[src/rtl/cmpc_pkg.sv]
package cmpc_pkg;
  localparam int ADDR_W = 16;
  localparam int DATA_W = 16;
  localparam int OFF_W  = 14;

  // control word field positions
  localparam int SRST_BIT = 0;
  localparam int ARM_BIT  = 5;
  localparam int GO_BIT   = 6;
  localparam int PAT_LO   = 7;
  localparam int PAT_HI   = 8;

  localparam logic [DATA_W-1:0] OWN_MASK =
    DATA_W'((1 << ARM_BIT) | (1 << GO_BIT) | (3 << PAT_LO));

  typedef enum logic [1:0] {
    SP_NONE = 2'b00,
    SP_REG  = 2'b01,
    SP_CM   = 2'b10,
    SP_DM   = 2'b11
  } space_e;

  typedef enum logic [1:0] {
    SRC_ZERO = 2'd0,
    SRC_DM   = 2'd1,
    SRC_CM   = 2'd2,
    SRC_REG  = 2'd3
  } src_e;

  typedef struct packed {
    logic rd_dm;
    logic rd_cm;
    logic rd_reg;
    logic wr_cm;
    logic wr_reg;
  } acc_t;
endpackage

[src/rtl/cmpc_decode.sv]
module cmpc_decode
  import cmpc_pkg::*;
(
  input  logic [ADDR_W-1:0] addr,
  input  logic              wr,
  input  logic              hit,
  output space_e            space,
  output logic [OFF_W-1:0]  off,
  output acc_t              acc
);
  always_comb begin
    space = space_e'(addr[ADDR_W-1 -: 2]);
    off   = addr[OFF_W-1:0];
    acc   = '0;
    if (hit) begin
      case (space)
        SP_DM:  acc.rd_dm = !wr;
        SP_CM:  begin acc.rd_cm  = !wr; acc.wr_cm  = wr; end
        SP_REG: begin acc.rd_reg = !wr; acc.wr_reg = wr; end
        default: ;
      endcase
    end
  end
endmodule

[src/rtl/cmpc_fill.sv]
module cmpc_fill
  import cmpc_pkg::*;
#(
  parameter int CM_AW = 14
) (
  input  logic             clk,
  input  logic             rst_n,
  input  logic             start,
  input  logic             abort,
  input  logic             ready,
  output logic             busy,
  output logic [OFF_W-1:0] addr,
  output logic             done
);
  localparam logic [CM_AW-1:0] LAST = '1;

  logic [CM_AW-1:0] cnt;

  assign done = busy & ready & (cnt == LAST);
  assign addr = OFF_W'(cnt);

  always_ff @(posedge clk) begin
    if (!rst_n) begin
      busy <= 1'b0;
      cnt  <= '0;
    end else if (abort) begin
      busy <= 1'b0;
      cnt  <= '0;
    end else if (start && !busy) begin
      busy <= 1'b1;
      cnt  <= '0;
    end else if (busy && ready) begin
      if (cnt == LAST) begin
        busy <= 1'b0;
        cnt  <= '0;
      end else begin
        cnt <= cnt + 1'b1;
      end
    end
  end

  // each accepted fill word moves the address up by one
  assert_fill_step_R6: assert property (@(posedge clk) disable iff (!rst_n)
    (busy && ready && !abort && cnt != LAST) |=> (busy && cnt == $past(cnt) + 1'b1));

  // the last handshake ends the fill
  assert_fill_end_R7: assert property (@(posedge clk) disable iff (!rst_n)
    (done && !abort) |=> !busy);
endmodule

[src/rtl/cmpc_regs.sv]
module cmpc_regs
  import cmpc_pkg::*;
#(
  parameter int AUX_REGS = 4
) (
  input  logic                       clk,
  input  logic                       rst_n,
  input  logic                       wr_en,
  input  logic [OFF_W-1:0]           off,
  input  logic [DATA_W-1:0]          wdata,
  input  logic                       fill_busy,
  input  logic                       fill_done,
  output logic [DATA_W-1:0]          ctrl,
  output logic [AUX_REGS*DATA_W-1:0] aux_o,
  output logic [DATA_W-1:0]          rdata,
  output logic                       fill_start,
  output logic                       fill_abort
);
  logic                in_srst;
  logic                ctrl_hit;
  logic [DATA_W-1:0]   ctrl_nx;
  logic [DATA_W-1:0]   aux_q [AUX_REGS];

  assign in_srst    = ctrl[SRST_BIT];
  assign ctrl_hit   = (off == '0);
  assign fill_abort = wr_en & ctrl_hit & !in_srst & wdata[SRST_BIT];
  assign fill_start = wr_en & ctrl_hit & !in_srst & !wdata[SRST_BIT] & !fill_busy
                    & wdata[ARM_BIT] & wdata[GO_BIT];

  always_comb begin
    ctrl_nx = ctrl;
    if (wr_en && ctrl_hit) begin
      if (in_srst) begin
        ctrl_nx[SRST_BIT] = wdata[SRST_BIT];
      end else if (wdata[SRST_BIT]) begin
        ctrl_nx = '0;
        ctrl_nx[SRST_BIT] = 1'b1;
      end else if (fill_busy) begin
        ctrl_nx = (wdata & ~OWN_MASK) | (ctrl & OWN_MASK);
      end else begin
        ctrl_nx = wdata;
        if (!wdata[ARM_BIT]) ctrl_nx[GO_BIT] = 1'b0;
      end
    end
    if (fill_done) ctrl_nx = ctrl_nx & ~OWN_MASK;
  end

  always_ff @(posedge clk) begin
    if (!rst_n) ctrl <= '0;
    else        ctrl <= ctrl_nx;
  end

  for (genvar g = 0; g < AUX_REGS; g++) begin : g_aux
    always_ff @(posedge clk) begin
      if (!rst_n)
        aux_q[g] <= '0;
      else if (fill_abort)
        aux_q[g] <= '0;
      else if (wr_en && !in_srst && off == OFF_W'(g + 1))
        aux_q[g] <= wdata;
    end
    assign aux_o[g*DATA_W +: DATA_W] = aux_q[g];
  end

  always_comb begin
    rdata = '0;
    if (ctrl_hit) rdata = ctrl;
    for (int i = 0; i < AUX_REGS; i++)
      if (off == OFF_W'(i + 1)) rdata = aux_q[i];
  end

  // auxiliary words are frozen while software reset holds
  assert_srst_aux_R9: assert property (@(posedge clk) disable iff (!rst_n)
    (in_srst && $past(in_srst)) |-> $stable(aux_o));

  // only bit 0 of the control word can move during software reset
  assert_srst_ctrl_R9: assert property (@(posedge clk) disable iff (!rst_n)
    (in_srst && $past(in_srst)) |-> $stable(ctrl[DATA_W-1:1]));
endmodule

[src/rtl/cmem_port_ctrl.sv]
module cmem_port_ctrl
  import cmpc_pkg::*;
#(
  parameter int CM_AW    = 14,
  parameter int AUX_REGS = 4
) (
  input  logic                       clk,
  input  logic                       rst_n,
  input  logic                       bus_sel,
  input  logic                       bus_stb,
  input  logic                       bus_wr,
  input  logic [15:0]                bus_addr,
  input  logic [15:0]                bus_wdata,
  output logic                       bus_ack,
  output logic [15:0]                bus_rdata,
  output logic                       dm_rd_en,
  output logic [13:0]                dm_rd_addr,
  input  logic [15:0]                dm_rd_data,
  output logic                       cm_rd_en,
  output logic [13:0]                cm_rd_addr,
  input  logic [15:0]                cm_rd_data,
  output logic                       cm_wr_valid,
  input  logic                       cm_wr_ready,
  output logic [13:0]                cm_wr_addr,
  output logic [15:0]                cm_wr_data,
  output logic                       fill_busy,
  output logic [15:0]                ctrl_word,
  output logic [AUX_REGS*16-1:0]     aux_words
);
  logic              ack_q;
  logic              ack_cmwr_q;
  src_e              src_q;
  logic [DATA_W-1:0] reg_rd_q;
  logic              hit;
  space_e            space;
  logic [OFF_W-1:0]  off;
  acc_t              acc;
  logic              in_srst;
  logic              proc_cm_wr;
  logic              stall;
  logic              accept;
  logic [OFF_W-1:0]  fill_addr;
  logic              fill_done;
  logic              fill_start;
  logic              fill_abort;
  logic [DATA_W-1:0] reg_rdata;
  logic [1:0]        pattern;

  assign hit = bus_sel & bus_stb & !ack_q;

  cmpc_decode u_dec (
    .addr  (bus_addr),
    .wr    (bus_wr),
    .hit   (hit),
    .space (space),
    .off   (off),
    .acc   (acc)
  );

  assign in_srst    = ctrl_word[SRST_BIT];
  assign proc_cm_wr = acc.wr_cm & !in_srst;
  assign stall      = proc_cm_wr & (fill_busy | !cm_wr_ready);
  assign accept     = hit & !stall;
  assign pattern    = ctrl_word[PAT_HI:PAT_LO];

  cmpc_fill #(.CM_AW(CM_AW)) u_fill (
    .clk   (clk),
    .rst_n (rst_n),
    .start (fill_start),
    .abort (fill_abort),
    .ready (cm_wr_ready),
    .busy  (fill_busy),
    .addr  (fill_addr),
    .done  (fill_done)
  );

  cmpc_regs #(.AUX_REGS(AUX_REGS)) u_regs (
    .clk        (clk),
    .rst_n      (rst_n),
    .wr_en      (accept & acc.wr_reg),
    .off        (off),
    .wdata      (bus_wdata),
    .fill_busy  (fill_busy),
    .fill_done  (fill_done),
    .ctrl       (ctrl_word),
    .aux_o      (aux_words),
    .rdata      (reg_rdata),
    .fill_start (fill_start),
    .fill_abort (fill_abort)
  );

  // connection memory write port: fill engine has priority
  assign cm_wr_valid = fill_busy | proc_cm_wr;
  assign cm_wr_addr  = fill_busy ? fill_addr : off;
  assign cm_wr_data  = fill_busy ? {pattern, {OFF_W{1'b0}}} : bus_wdata;

  assign dm_rd_en   = accept & acc.rd_dm;
  assign dm_rd_addr = off;
  assign cm_rd_en   = accept & acc.rd_cm;
  assign cm_rd_addr = off;

  always_ff @(posedge clk) begin
    if (!rst_n) begin
      ack_q      <= 1'b0;
      ack_cmwr_q <= 1'b0;
      src_q      <= SRC_ZERO;
      reg_rd_q   <= '0;
    end else begin
      ack_q      <= accept;
      ack_cmwr_q <= accept & proc_cm_wr;
      if (accept) begin
        if (acc.rd_dm)       src_q <= SRC_DM;
        else if (acc.rd_cm)  src_q <= SRC_CM;
        else if (acc.rd_reg) src_q <= SRC_REG;
        else                 src_q <= SRC_ZERO;
        reg_rd_q <= reg_rdata;
      end
    end
  end

  assign bus_ack = ack_q;

  always_comb begin
    bus_rdata = '0;
    if (ack_q) begin
      case (src_q)
        SRC_DM:  bus_rdata = dm_rd_data;
        SRC_CM:  bus_rdata = cm_rd_data;
        SRC_REG: bus_rdata = reg_rd_q;
        default: bus_rdata = '0;
      endcase
    end
  end

  // acknowledge is a single-cycle pulse
  assert_ack_pulse_R2: assert property (@(posedge clk) disable iff (!rst_n)
    bus_ack |=> !bus_ack);

  // write port holds its word under back-pressure
  assert_wr_hold_R3: assert property (@(posedge clk) disable iff (!rst_n)
    (cm_wr_valid && !cm_wr_ready) |=>
      (cm_wr_valid && $stable(cm_wr_addr) && $stable(cm_wr_data)));

  // every fill word carries zeros in its low bits
  assert_fill_zero_R6: assert property (@(posedge clk) disable iff (!rst_n)
    fill_busy |-> (cm_wr_valid && cm_wr_data[OFF_W-1:0] == '0));

  // owned control bits are clear once a fill finishes normally
  assert_done_clear_R7: assert property (@(posedge clk) disable iff (!rst_n)
    ($fell(fill_busy) && !ctrl_word[SRST_BIT]) |-> (ctrl_word[PAT_HI:ARM_BIT] == '0));

  // no processor connection write is acknowledged from inside a fill
  assert_no_wr_in_fill_R8: assert property (@(posedge clk) disable iff (!rst_n)
    (bus_ack && ack_cmwr_q) |-> !$past(fill_busy));

  // a fill never runs while software reset is set
  assert_abort_R10: assert property (@(posedge clk) disable iff (!rst_n)
    ctrl_word[SRST_BIT] |-> !fill_busy);

  // a data memory write never reaches the connection write port
  assert_dm_wr_quiet_R12: assert property (@(posedge clk) disable iff (!rst_n)
    (hit && bus_wr && space == SP_DM && !fill_busy) |-> !cm_wr_valid);
endmodule

[config.mk]
export PLATFORM = sky130hd
export DESIGN_NAME = cmem_port_ctrl
export DESIGN_NICKNAME = d
export VERILOG_FILES = /design/src/rtl/cmpc_pkg.sv /design/src/rtl/cmpc_decode.sv /design/src/rtl/cmpc_fill.sv /design/src/rtl/cmpc_regs.sv /design/src/rtl/cmem_port_ctrl.sv
export SDC_FILE = /design/constraint.sdc
export NUM_CORES = 1
export LEC_CHECK = 0
export CELL_PAD_IN_SITES_DETAIL_PLACEMENT = 0
export CELL_PAD_IN_SITES_GLOBAL_PLACEMENT = 1
export CORE_MARGIN = 2
export CORE_UTILIZATION = 30
export DETAILED_ROUTE_END_ITERATION = 10
export DONT_BUFFER_PORTS = 1
export PLACE_DENSITY = 0.59
export SKIP_LAST_GASP = 1
export SLEW_MARGIN = 0
export SYNTH_ARGS = -nofsm -noshare
export SYNTH_HDL_FRONTEND = slang
export SYNTH_SLANG_ARGS = --single-unit
[constraint.sdc]
create_clock -name clk -period 3.16 [get_ports clk]
set_clock_uncertainty 0.1 [all_clocks]
set_input_delay 0.474 -clock clk [delete_from_list [all_inputs] [get_ports clk]]
set_output_delay 0.474 -clock clk [all_outputs]
set_load 0.05 [all_outputs]
### After elaboration in Yosys (flattened, before gate mapping)

Memory sizes are Yosys's and may differ from the RTL's.
Cells that the tools add are included.

| storage, ports and cells | value |
|---|---|
| flip-flop bits (word level) | 50 |
| memory bits (writable) | 64 |
| input bits | 70 |
| output and inout port bits | 159 |
| logic and storage cells | 129 |
| memories | 1 |

Memory list:

| name | depth | width | read ports | clocked after Yosys merged registers in | write ports | line | source |
|---|---|---|---|---|---|---|---|
| u_regs.aux_q | 4 | 16 | 4 | 0 | 4 | cmpc_regs.sv:22 | `logic [DATA_W-1:0] aux_q [AUX_REGS];` |

| cells by class | value |
|---|---|
| $add $sub $neg | 1 |
| eq/ne operators | 11 |
| mux-type cells | 56 |
| bitwise operators | 30 |
| reductions and logical operators | 23 |

Operators by type and width:

| operator | count |
|---|---|
| $mux W16 | 18 |
| $pmux W16 S3 | 1 |
| $mux W1 | 30 |
| $eq A14 B2 Y1 const B | 2 |
| $mux W14 | 2 |
| $and A1 B1 Y1 | 17 |
| $or A16 B9 Y16 | 1 |
| $mux W15 | 1 |
| $add A14 B1 Y14 const B | 1 |
| $eq A14 B1 Y1 const B | 1 |
| $eq A14 B14 Y1 const B | 1 |
| $eq A14 B3 Y1 const B | 1 |
| $logic_not A14 Y1 | 1 |
| $or A1 B1 Y1 | 10 |
| $eq A2 B2 Y1 const B | 4 |
| $logic_and A1 B1 Y1 | 8 |
| $logic_not A1 Y1 | 7 |
| $mux W2 | 3 |
| $mux W5 | 1 |
| $eq A2 B1 Y1 const B | 2 |
| $reduce_and A2 Y1 | 2 |
| $reduce_bool A2 Y1 | 2 |
| $reduce_or A2 Y1 | 2 |
| $reduce_or A3 Y1 | 1 |
| $not A1 Y1 | 2 |

### Longest topological paths before layout

Gate-level depths: netlist of run 1.

| logic depth | value |
|---|---|
| depth in word-level cells | 17 |
| gate-level depth with buffers | 7 |
| depth with buffers taken out | 5 |

### Cells and area by module

Synthesis of run 1 repeated with hierarchy kept, for this count alone.

| second synthesis, totals | value |
|---|---|
| cell total of the unflattened synthesis | 625 |
| area, all modules | 6323.6 µm² |

By module, submodules not included:

| module | times used | cells an instance | area an instance (µm²) |
|---|---|---|---|
| cmpc_regs | 1 | 326 | 3776.1 |
| cmem_port_ctrl | 1 | 194 | 1659.1 |
| cmpc_fill | 1 | 84 | 709.4 |
| cmpc_decode | 1 | 21 | 178.9 |

### Least setup slack after synthesis of run 1

No wires, ideal clock.

| path | value |
|---|---|
| path kind | input to register |
| start point | in bus_addr[11] |
| end point | mem u_regs.aux_q[2][0], enable pin |
| library setup time | 0.411 ns |
| arrival | 2.904 ns |
| data required time | 2.649 ns |
| path slack | -0.256 ns |
| cell stages on the path | 5 |
| cells stage by stage | or4_4 -> nor4_4 -> buf_6 -> a21oi_1 -> o21ai_0 |

RTL lines:

| item | line | source |
|---|---|---|
| start: declaration | cmem_port_ctrl.sv:12 | `input logic [15:0] bus_addr,` |
| end: declaration | cmpc_regs.sv:22 |  |

### Worst setup path in the final report of run 1

| path | value |
|---|---|
| start point | reg src_q[1] |
| end point | out bus_rdata[10] |

| between the ends | value |
|---|---|
| longest elaborated chain between the ends | 3 |
| elaborated cells on any way between the ends | 5 |
| classes of those cells | 3 x eq/ne; 2 x mux |

Ends and longest elaborated chain:

| item | line | source |
|---|---|---|
| start: declaration | cmem_port_ctrl.sv:32 | `src_e src_q;` |
| start signal: assignment | cmem_port_ctrl.sv:106 | `src_q <= SRC_ZERO;` |
| start signal: assignment | cmem_port_ctrl.sv:112 | `if (acc.rd_dm) src_q <= SRC_DM;` |
| start signal: assignment | cmem_port_ctrl.sv:113 | `else if (acc.rd_cm) src_q <= SRC_CM;` |
| $eq A2 B2 Y1 / $eq A2 B1 Y1 (equally long branches) | cmem_port_ctrl.sv:126 | `case (src_q)` |
| $pmux W16 S3 * | cmem_port_ctrl.sv:126 |  |
| $mux W16 * | cmem_port_ctrl.sv:125 | `if (ack_q) begin` |
| end: declaration | cmem_port_ctrl.sv:15 | `output logic [15:0] bus_rdata,` |

Mark *: on every way between the ends. The rest lies on a longest branch, timed or not.

==> results of run 1 <==
-- cell usage after synthesis (all sizes together) (15+ instances only) --
cell type,count,area share [%]
edfxtp,64,30
nor2b,33,3.3
o21ai,41,3.2
o2bb2ai,16,2.2
a221oi,22,3.5
nand2,28,1.7
inv,15,0.89
mux2i,16,2.5
a21oi,22,1.7
a22oi,16,1.9
nor3,19,1.8
and2,66,6.5
dfxtp,50,16
clkbuf,32,2.1
buf,39,4.4
mux2,31,5.5
-- logic make-up after synthesis --
logic type | count (synthesis) | synth area share, %
and+or+nand+nor | 221 | 22.1
AOI/OAI and AO/OA | 136 | 14.9
DFF | 114 | 46.1
buffers and inverters | 86 | 7.38
muxes | 47 | 8.03
xor gates and xnor gates | 10 | 1.38
adders and majority gates | 1 | 0.197
-- metal layers --
layer | up-vias | part of all wire [%] | wire (um) | global-route usage [%]
met5 | - | 0 | 0 | 0
li1 | 2253 | - | - | -
met2 | 246 | 48 | 10400 | 31.7
met1 | 2368 | 39 | 8470 | 21.8
met4 | 0 | 1.5 | 322 | 5.81
met3 | 29 | 11 | 2310 | 8.10
-- state kept, by name, summed over array words and instances (netlist names) --
signal        flops
bus_ack           1
reg_rd_q         16
src_q             2
u_fill.addr      14
u_fill.busy       1
u_regs.aux_q     64
u_regs.ctrl      16
-- report_power, final --
group / total, mW / switching, mW / leakage (nW) / internal [mW]
sequential: 1.76 / 0.154 / 1.05 / 1.60
combinational: 0.260 / 0.177 / 1.09 / 0.0824
clock: 2.02 / 0.683 / 0.292 / 1.33
total: 4.03 / 1.01 / 2.43 / 3.02
-- worst register-to-register path: cells and delay by family (launching register included) --
family / cells / cell delay [ns]
compound gates: 2 / 1.11
buf+inv: 1 / 0.24
flops: 1 / 0.72
simple gates: 2 / 0.26
-- worst paths after layout --
kind / end / slack, ns / depth (start not counted)
worst min-delay path: u_regs.ctrl[0]$_SDFFE_PN0N_ / 0.11 / 2
worst max register to register: reg_rd_q[10]$_SDFFE_PN0P_ / 0.64 / 5
worst max-delay path: bus_rdata[10] / 0.45 / 5
worst min register to register: u_fill.addr[1]$_SDFFE_PP0P_ / 0.41 / 2
-- cells in the final DEF (no fill, tap or decap), types with 4 or more instances in the layout --
cell and n:
a221oi_2 5, a211oi_1 12, and4_1 4, buf_4 51, xor2_1 7, mux2_2 31, nor3_1 17, nand2_1 28
bufinv_16 4, o2bb2ai_1 16, dfxtp_1 49, a22oi_1 16, mux2i_1 16, nand4_1 9, nand4b_1 12, o21ai_0 35
a21oi_1 22, clkbuf_1 4, o21ai_1 5, nand3_1 11, inv_1 15, a221oi_1 17, and2_1 66, clkbuf_16 17
edfxtp_1 64, nor2_1 11, nor2b_1 33
-- area by class of cell --
cell class	instances	share of cell area (%)
Multi-Input combinational cell	415	40.7
Sequential cell	114	40.2
Clock buffer	22	6.24
Timing Repair Buffer	51	5.26
Tap cell	275	4.73
Clock inverter	10	2.17
Inverter	15	0.773
==> flow_metrics.env, run 1 <==
export IMPL_grt_overflow_total=0
export IMPL_syn_area_um2=6340
export IMPL_synthCells=615
export IMPL_syn_avg_cell_area_um2=10.3
export IMPL_dp_hpwl_um=16400
export IMPL_ys_flop_type="edfxtp_1"
export IMPL_wl_um=21500
export IMPL_crit_chain="nor2b_1 -> buf_4 -> a22oi_1 -> nor2b_1 -> buf_4"
export IMPL_slew_viol_final=0
export IMPL_fin_area_um2=7280
export IMPL_relSlewSlack_pct=33.2
export IMPL_die_h_um=149
export IMPL_pwr_density_cell_nw_per_um2=554
export IMPL_grt_pass1_wl_um=30900
export IMPL_crit_required_ns=2.59
export IMPL_core_um2=20900
export IMPL_startpoint_type="flip-flop"
export IMPL_utilization_pct=34.9
export IMPL_fp_row_count=53
export IMPL_fin_ws_ns=0.454
export IMPL_critPathKind="reg -> out"
export IMPL_max_cap_violations=0
export IMPL_hold_viol_final=0
export IMPL_gp_congestion=0.807
export IMPL_min_path_type="in -> reg"
export IMPL_min_period_over_period_pct=85.6
export IMPL_fin_hold_ws_ns=0.115
export IMPL_peakVddDrop_mv=0.285
export IMPL_tightest_slew_ns=1.00
export IMPL_synth_cell_types=58
export IMPL_clk_path_buf_depth=2
export IMPL_ant_nets=0
export IMPL_synth_edf_count=64
export IMPL_tritoncts="built"
export IMPL_critPathArrivalTime_ns=2.13
export IMPL_ys_seq_area_share_pct=46.1
export IMPL_drive_gt1_share_pct=20.6
export IMPL_cts_setup_buffers=0
export IMPL_synth_nets=686
export IMPL_dp_cells=870
export IMPL_fillers=2090
export IMPL_clk_pin_slew_ns=0.05
export IMPL_cts_hold_buf=0
export IMPL_cts_resized=0
export IMPL_worstSetupEndpointType="primary output"
export IMPL_clock_sinks=114
export IMPL_drtIter0Drc=329
export IMPL_grt_pass1_vias=4709
export IMPL_min_delay_start="bus_wdata[0]"
export IMPL_drc=0
export IMPL_outcome="complete, no violations"
export IMPL_tns_ns=0
export IMPL_crit_buf_inv=2
export IMPL_worstSkewPairLatency_ns=0.42
export IMPL_port_buffer_count=0
export IMPL_num_antenna_cells=0
export IMPL_r2r_start="u_fill.busy$_SDFFE_PP0P_"
export IMPL_initial_core_util_pct=30.4
export IMPL_antenna_found_initial=1
export IMPL_place_area_um2=6670
export IMPL_synthArstFlopShare_pct=0
export IMPL_post_place_ws_ns=0.503
export IMPL_wl_per_cell_um=23.9
export IMPL_fmax_mhz=370
export IMPL_io_pins=229
export IMPL_track_usage_pct=18.9
export IMPL_ys_ff_latch=114
export IMPL_die_area_um2=22300
export IMPL_crit_start="src_q[1]$_SDFFE_PN0P_"
export IMPL_grt_max_degree=31
export IMPL_via_per_inst=5.43
export IMPL_path_max_fanout=18
export IMPL_regArea_um2=2920
export IMPL_min_period_ns=2.71
export IMPL_htreeDepth=4
export IMPL_critical_path_top_delay_family="flip-flops"
export IMPL_chipWidth_um=149
export IMPL_p_leak_nw=2.43
export IMPL_numCtsBuffers=17
export IMPL_clockRootBuffer="clkbuf_16"
export IMPL_setup_viol=0
export IMPL_firstDrtPassIters=5
export IMPL_p_total_mw=4.03
export IMPL_critical_path_max_stage_delay_ns=0.81
export IMPL_slowest_stage="dfxtp_1"
export IMPL_syn2layout_area_growth_pct=14.8
export IMPL_multi_input_area_um2=2960
export IMPL_nNetsFinal=685
export IMPL_rsz0062_at_grt="false"
export IMPL_finalNonFillerCells=902
export IMPL_vias=4896
export IMPL_yosysWarnings=0
Power figures use the tool's default switching activity.
==> inputs of run 2 (changes only) <==
--- a/config.mk
+++ b/config.mk
@@ -7,6 +7,7 @@
 export LEC_CHECK = 0
 export CELL_PAD_IN_SITES_DETAIL_PLACEMENT = 0
 export CELL_PAD_IN_SITES_GLOBAL_PLACEMENT = 1
+export CORE_ASPECT_RATIO = 1.4
 export CORE_MARGIN = 2
 export CORE_UTILIZATION = 30
 export DETAILED_ROUTE_END_ITERATION = 10
@@ -17,3 +18,4 @@
 export SYNTH_ARGS = -nofsm -noshare
 export SYNTH_HDL_FRONTEND = slang
 export SYNTH_SLANG_ARGS = --single-unit
+export TNS_END_PERCENT = 5
==> run 2 against run 1 <==
Against the previous run: non-clock buffer count rose by 2; sequential power barely moved; die area barely moved; cell count fell by 1.9%; clock power barely moved; first-iteration DRC count rose by 33%; highest routed layer unchanged; flip-flop and latch count did not move.
==> flow_metrics.env, run 2 (same netlist as run 1, synthesis figures left out) <==
export IMPL_cts_resized=0
export IMPL_startpoint_type="flip-flop"
export IMPL_gp_congestion=0.888
export IMPL_tns_ns=0
export IMPL_r2r_cells=4
export IMPL_io_pins=229
export IMPL_die_h_um=176
export IMPL_min_period_over_period_pct=85.5
export IMPL_p_leak_nw=2.45
export IMPL_hold_viol_final=0
export IMPL_p_total_mw=4.02
export IMPL_clock_sinks=114
export IMPL_dp_hpwl_um=16600
export IMPL_r2r_end="u_regs.aux_q[2][5]$_SDFFCE_PN0P_"
export IMPL_relSlewSlack_pct=36.7
export IMPL_grt_overflow_total=0
export IMPL_critPathKind="reg -> out"
export IMPL_cts_setup_buffers=0
export IMPL_drive_gt1_share_pct=21.6
export IMPL_final_cell_mix="66 x and2_1, 64 x edfxtp_1, 53 x buf_4"
export IMPL_critPathArrivalTime_ns=2.13
export IMPL_slew_viol_final=0
export IMPL_worstSkewPairLatency_ns=0.41
export IMPL_track_usage_pct=18.9
export IMPL_top_register="u_regs.aux_q"
export IMPL_clockRootBuffer="clkbuf_16"
export IMPL_htreeDepth=4
export IMPL_chipWidth_um=127
export IMPL_setup_viol=0
export IMPL_grt_pass1_wl_um=31500
export IMPL_grt_pass1_vias=4941
export IMPL_fp_row_count=62
export IMPL_final_common_cell="and2_1"
export IMPL_fmax_mhz=370
export IMPL_initial_core_util_pct=30.7
export IMPL_wl_um=21300
export IMPL_tritoncts="built"
export IMPL_min_path_type="in -> reg"
export IMPL_clk_pin_slew_ns=0.06
export IMPL_antenna_found_initial=1
export IMPL_r2r_start="bus_ack$_SDFF_PN0_"
export IMPL_utilization_pct=35.3
export IMPL_drtIter0Drc=437
export IMPL_worstSetupEndpointType="primary output"
export IMPL_die_area_um2=22300
export IMPL_numCtsBuffers=17
export IMPL_syn2layout_area_growth_pct=14.7
export IMPL_drc=0
export IMPL_vias=4867
export IMPL_hold_depth=2
export IMPL_port_buffer_count=0
export IMPL_r2r_slack_ns=0.79
export IMPL_rsz0062_at_grt="false"
export IMPL_peakVddDrop_mv=0.309
export IMPL_min_period_ns=2.70
export IMPL_nNetsFinal=687
export IMPL_path_max_fanout=18
export IMPL_min_delay_start="rst_n"
export IMPL_num_antenna_cells=0
export IMPL_wl_per_cell_um=24.1
export IMPL_tightest_slew_ns=0.948
export IMPL_core_um2=20600
export IMPL_max_cap_violations=0
export IMPL_reg_top3="u_regs.aux_q (64), reg_rd_q (16), u_regs.ctrl (16)"
export IMPL_fin_area_um2=7280
export IMPL_ant_nets=0
export IMPL_grt_max_degree=29
export IMPL_largest_register_ffs=64
export IMPL_cts_hold_buf=0
export IMPL_hold_end="reg_rd_q[8]$_SDFFE_PN0P_"
export IMPL_pwr_density_cell_nw_per_um2=553
export IMPL_outcome="complete, no violations"
export IMPL_via_per_inst=5.50
export IMPL_crit_required_ns=2.59
export IMPL_firstDrtPassIters=5
export IMPL_place_area_um2=6660
export IMPL_clk_path_buf_depth=2
-- run 2: cell types whose count changed in the layout (fill, tap and decap cells not counted), moves of 2 or more --
cell | previous run | this run
buf_4 | 51 | 53
clkbuf_1 | 4 | 0
clkinv_4 | 1 | 4
inv_6 | 0 | 4
-- run 2: worst max-delay path by stage --
stage / start / end / depth (start not counted) / slack [ns]
3_5_place_dp: bus_addr[3] / u_regs.aux_q[3][1]$_SDFFCE_PN0P_ / 5 / 0.51
5_1_grt: src_q[1]$_SDFFE_PN0P_ / bus_rdata[11] / 5 / 0.26
6_report: src_q[1]$_SDFFE_PN0P_ / bus_rdata[11] / 5 / 0.46
2_1_floorplan: bus_ack$_SDFF_PN0_ / cm_rd_en / 2 / 0.05
3_3_place_gp: bus_addr[3] / u_regs.aux_q[3][13]$_SDFFCE_PN0P_ / 5 / 0.55
4_1_cts: src_q[1]$_SDFFE_PN0P_ / bus_rdata[11] / 5 / 0.41
-- run 2: cell type report --
| cell class | instances | area, um2 |
|---|---|---|
| well taps | 256 | 320 |
| clock buffers | 18 | 439 |
| flip-flops and latches | 114 | 2920 |
| repair buffers | 53 | 398 |
| clock inverters | 14 | 178 |
| fillers | 2072 | 13400 |
| inverters | 15 | 56.3 |
| multi-input cells | 415 | 2960 |
-- run 2: metal layers --
metal	track usage (%)	part of all wire, %	vias up
li1	-	-	2257
met1	20.0	36	2339
met2	34.3	52	237
met3	7.52	10	34
met4	6.04	2.2	0
met5	0	0	-
-- run 2: power by group --
group	leakage (nW)	internal (mW)	switching (mW)	total, mW
combinational	1.10	0.0829	0.176	0.259
sequential	1.05	1.60	0.154	1.76
clock	0.302	1.27	0.734	2.01
total	2.45	2.96	1.06	4.02
-- run 2: critical path, stage by stage, from the launching register on --
cell	delay, ns
dfxtp_1	0.83
nor2b_1	0.21
buf_4	0.22
a22oi_1	0.13
nor2b_1	0.12
buf_4	0.20
-- run 2: per-stage QoR --
stage                     setup WS, ns  cells  hold slack [ns]
after floorplan                 0.0457    615            0.367
after global placement           0.552    853            0.400
after detailed placement         0.510    853            0.403
after CTS                        0.414    885            0.104
after global routing             0.264    885            0.109
final                            0.458    885            0.112
==> inputs of run 3 (changes only) <==
--- a/config.mk
+++ b/config.mk
@@ -13,7 +13,7 @@
 export DETAILED_ROUTE_END_ITERATION = 10
 export DONT_BUFFER_PORTS = 1
 export PLACE_DENSITY = 0.59
-export SKIP_LAST_GASP = 1
+export REMOVE_ABC_BUFFERS = 1
 export SLEW_MARGIN = 0
 export SYNTH_ARGS = -nofsm -noshare
 export SYNTH_HDL_FRONTEND = slang
==> run 3 against run 2 <==
Against the previous run: via count down 0.88%; core utilization up 0.16 points; first-iteration DRC count down 46%; highest routed layer unchanged; cell count up 0.11%; non-clock buffer count up 1; sequential power about the same.
==> flow_metrics.env, run 3 (same netlist as run 1, synthesis figures left out) <==
export IMPL_clk_pin_slew_ns=0.06
export IMPL_relSlewSlack_pct=36.6
export IMPL_cts_setup_buffers=0
export IMPL_min_period_ns=2.46
export IMPL_crit_required_ns=2.59
export IMPL_clock_sinks=114
export IMPL_slew_viol_final=0
export IMPL_fin_hold_ws_ns=0.122
export IMPL_drive_gt1_share_pct=21.6
export IMPL_cts_resized=0
export IMPL_final_common_cell="and2_1"
export IMPL_ant_nets=0
export IMPL_grt_pass1_vias=4949
export IMPL_gp_congestion=0.820
export IMPL_path_max_fanout=14
export IMPL_top_register="u_regs.aux_q"
export IMPL_die_area_um2=22300
export IMPL_worstSkewPairLatency_ns=0.41
export IMPL_worstSetupEndpointType="primary output"
export IMPL_num_antenna_cells=0
export IMPL_core_um2=20600
export IMPL_peakVddDrop_mv=0.330
export IMPL_drtIter0Drc=236
export IMPL_critPathKind="reg -> out"
export IMPL_fp_row_count=62
export IMPL_vias=4824
export IMPL_port_buffer_count=0
export IMPL_p_total_mw=4.03
export IMPL_grt_max_degree=25
export IMPL_clk_path_buf_depth=2
export IMPL_startpoint_type="flip-flop"
export IMPL_chipWidth_um=127
export IMPL_min_period_over_period_pct=77.7
export IMPL_final_cell_mix="66 x and2_1, 64 x edfxtp_1, 52 x buf_4"
export IMPL_antenna_found_initial=0
export IMPL_nNetsFinal=688
export IMPL_grt_pass1_wl_um=31500
export IMPL_io_pins=229
export IMPL_firstDrtPassIters=5
export IMPL_numCtsBuffers=17
export IMPL_dp_hpwl_um=16300
export IMPL_setup_viol=0
export IMPL_rsz0062_at_grt="false"
export IMPL_cts_hold_buf=0
export IMPL_die_h_um=176
export IMPL_hold_viol_final=0
export IMPL_wl_um=21200
export IMPL_initial_core_util_pct=30.7
export IMPL_syn2layout_area_growth_pct=15.2
export IMPL_reg_top3="u_regs.aux_q (64), reg_rd_q (16), u_regs.ctrl (16)"
export IMPL_via_per_inst=5.44
export IMPL_track_usage_pct=18.8
export IMPL_p_leak_nw=2.46
export IMPL_min_path_type="in -> reg"
export IMPL_critPathArrivalTime_ns=1.88
export IMPL_tritoncts="built"
export IMPL_outcome="complete, no violations"
export IMPL_tightest_slew_ns=0.950
export IMPL_wl_per_cell_um=23.9
export IMPL_fmax_mhz=407
export IMPL_largest_register_ffs=64
export IMPL_drc=0
export IMPL_grt_overflow_total=0
export IMPL_max_cap_violations=0
export IMPL_pwr_density_cell_nw_per_um2=552
export IMPL_clockRootBuffer="clkbuf_16"
export IMPL_htreeDepth=4
-- run 3: power breakdown --
part           switching (mW)  internal, mW
sequential              0.153          1.60
combinational           0.178        0.0848
clock                   0.699          1.32
total                    1.03          3.00
-- run 3: cell type report --
type	instances	area [um2]
Clock buffer	18	429
Clock inverter	14	188
Fill cell	2062	13300
Inverter	15	56.3
Multi-Input combinational cell	415	2960
Sequential cell	114	2920
Tap cell	256	320
Timing Repair Buffer	54	430
-- run 3: final timing paths --
check / startpoint / end / slack [ns] / cells after the start
hold / removal: rst_n / reg_rd_q[13]$_SDFFE_PN0P_ / 0.12 / 2
setup / recovery: src_q[1]$_SDFFE_PN0P_ / bus_rdata[2] / 0.70 / 5
hold reg to reg: u_fill.addr[12]$_SDFFE_PP0P_ / u_fill.addr[12]$_SDFFE_PP0P_ / 0.42 / 2
setup reg to reg: u_regs.ctrl[0]$_SDFFE_PN0N_ / u_regs.aux_q[1][9]$_SDFFCE_PN0P_ / 0.78 / 5
-- run 3: metal layers --
metal  wire length, um  up-vias  global-route usage, %
li1                  -     2257                      -
met1              8250     2334                   21.4
met2             11000      206                   33.2
met3              1600       27                   5.67
met4               392        0                   6.82
met5                 0        -                      0
-- run 3: critical path, stage by stage (launching register included) --
cell and delay [ns]:
dfxtp_1 0.40, buf_4 0.27, mux2_2 0.36, a22oi_1 0.17, nor2b_1 0.07, buf_4 0.19
-- run 3: stage by stage --
stage          cells  setup TNS (ns)  setup slack, ns  instance area (um2)  utilization (%)
3_3_place_gp     854               0            0.534                 6690             32.4
5_1_grt          886               0            0.556                 7310             35.4
6_report         886               0            0.704                 7310             35.4
3_5_place_dp     854               0            0.512                 6690             32.4
2_1_floorplan    544           -6.65           -0.292                 5930                -
4_1_cts          886               0            0.668                 7310             35.4
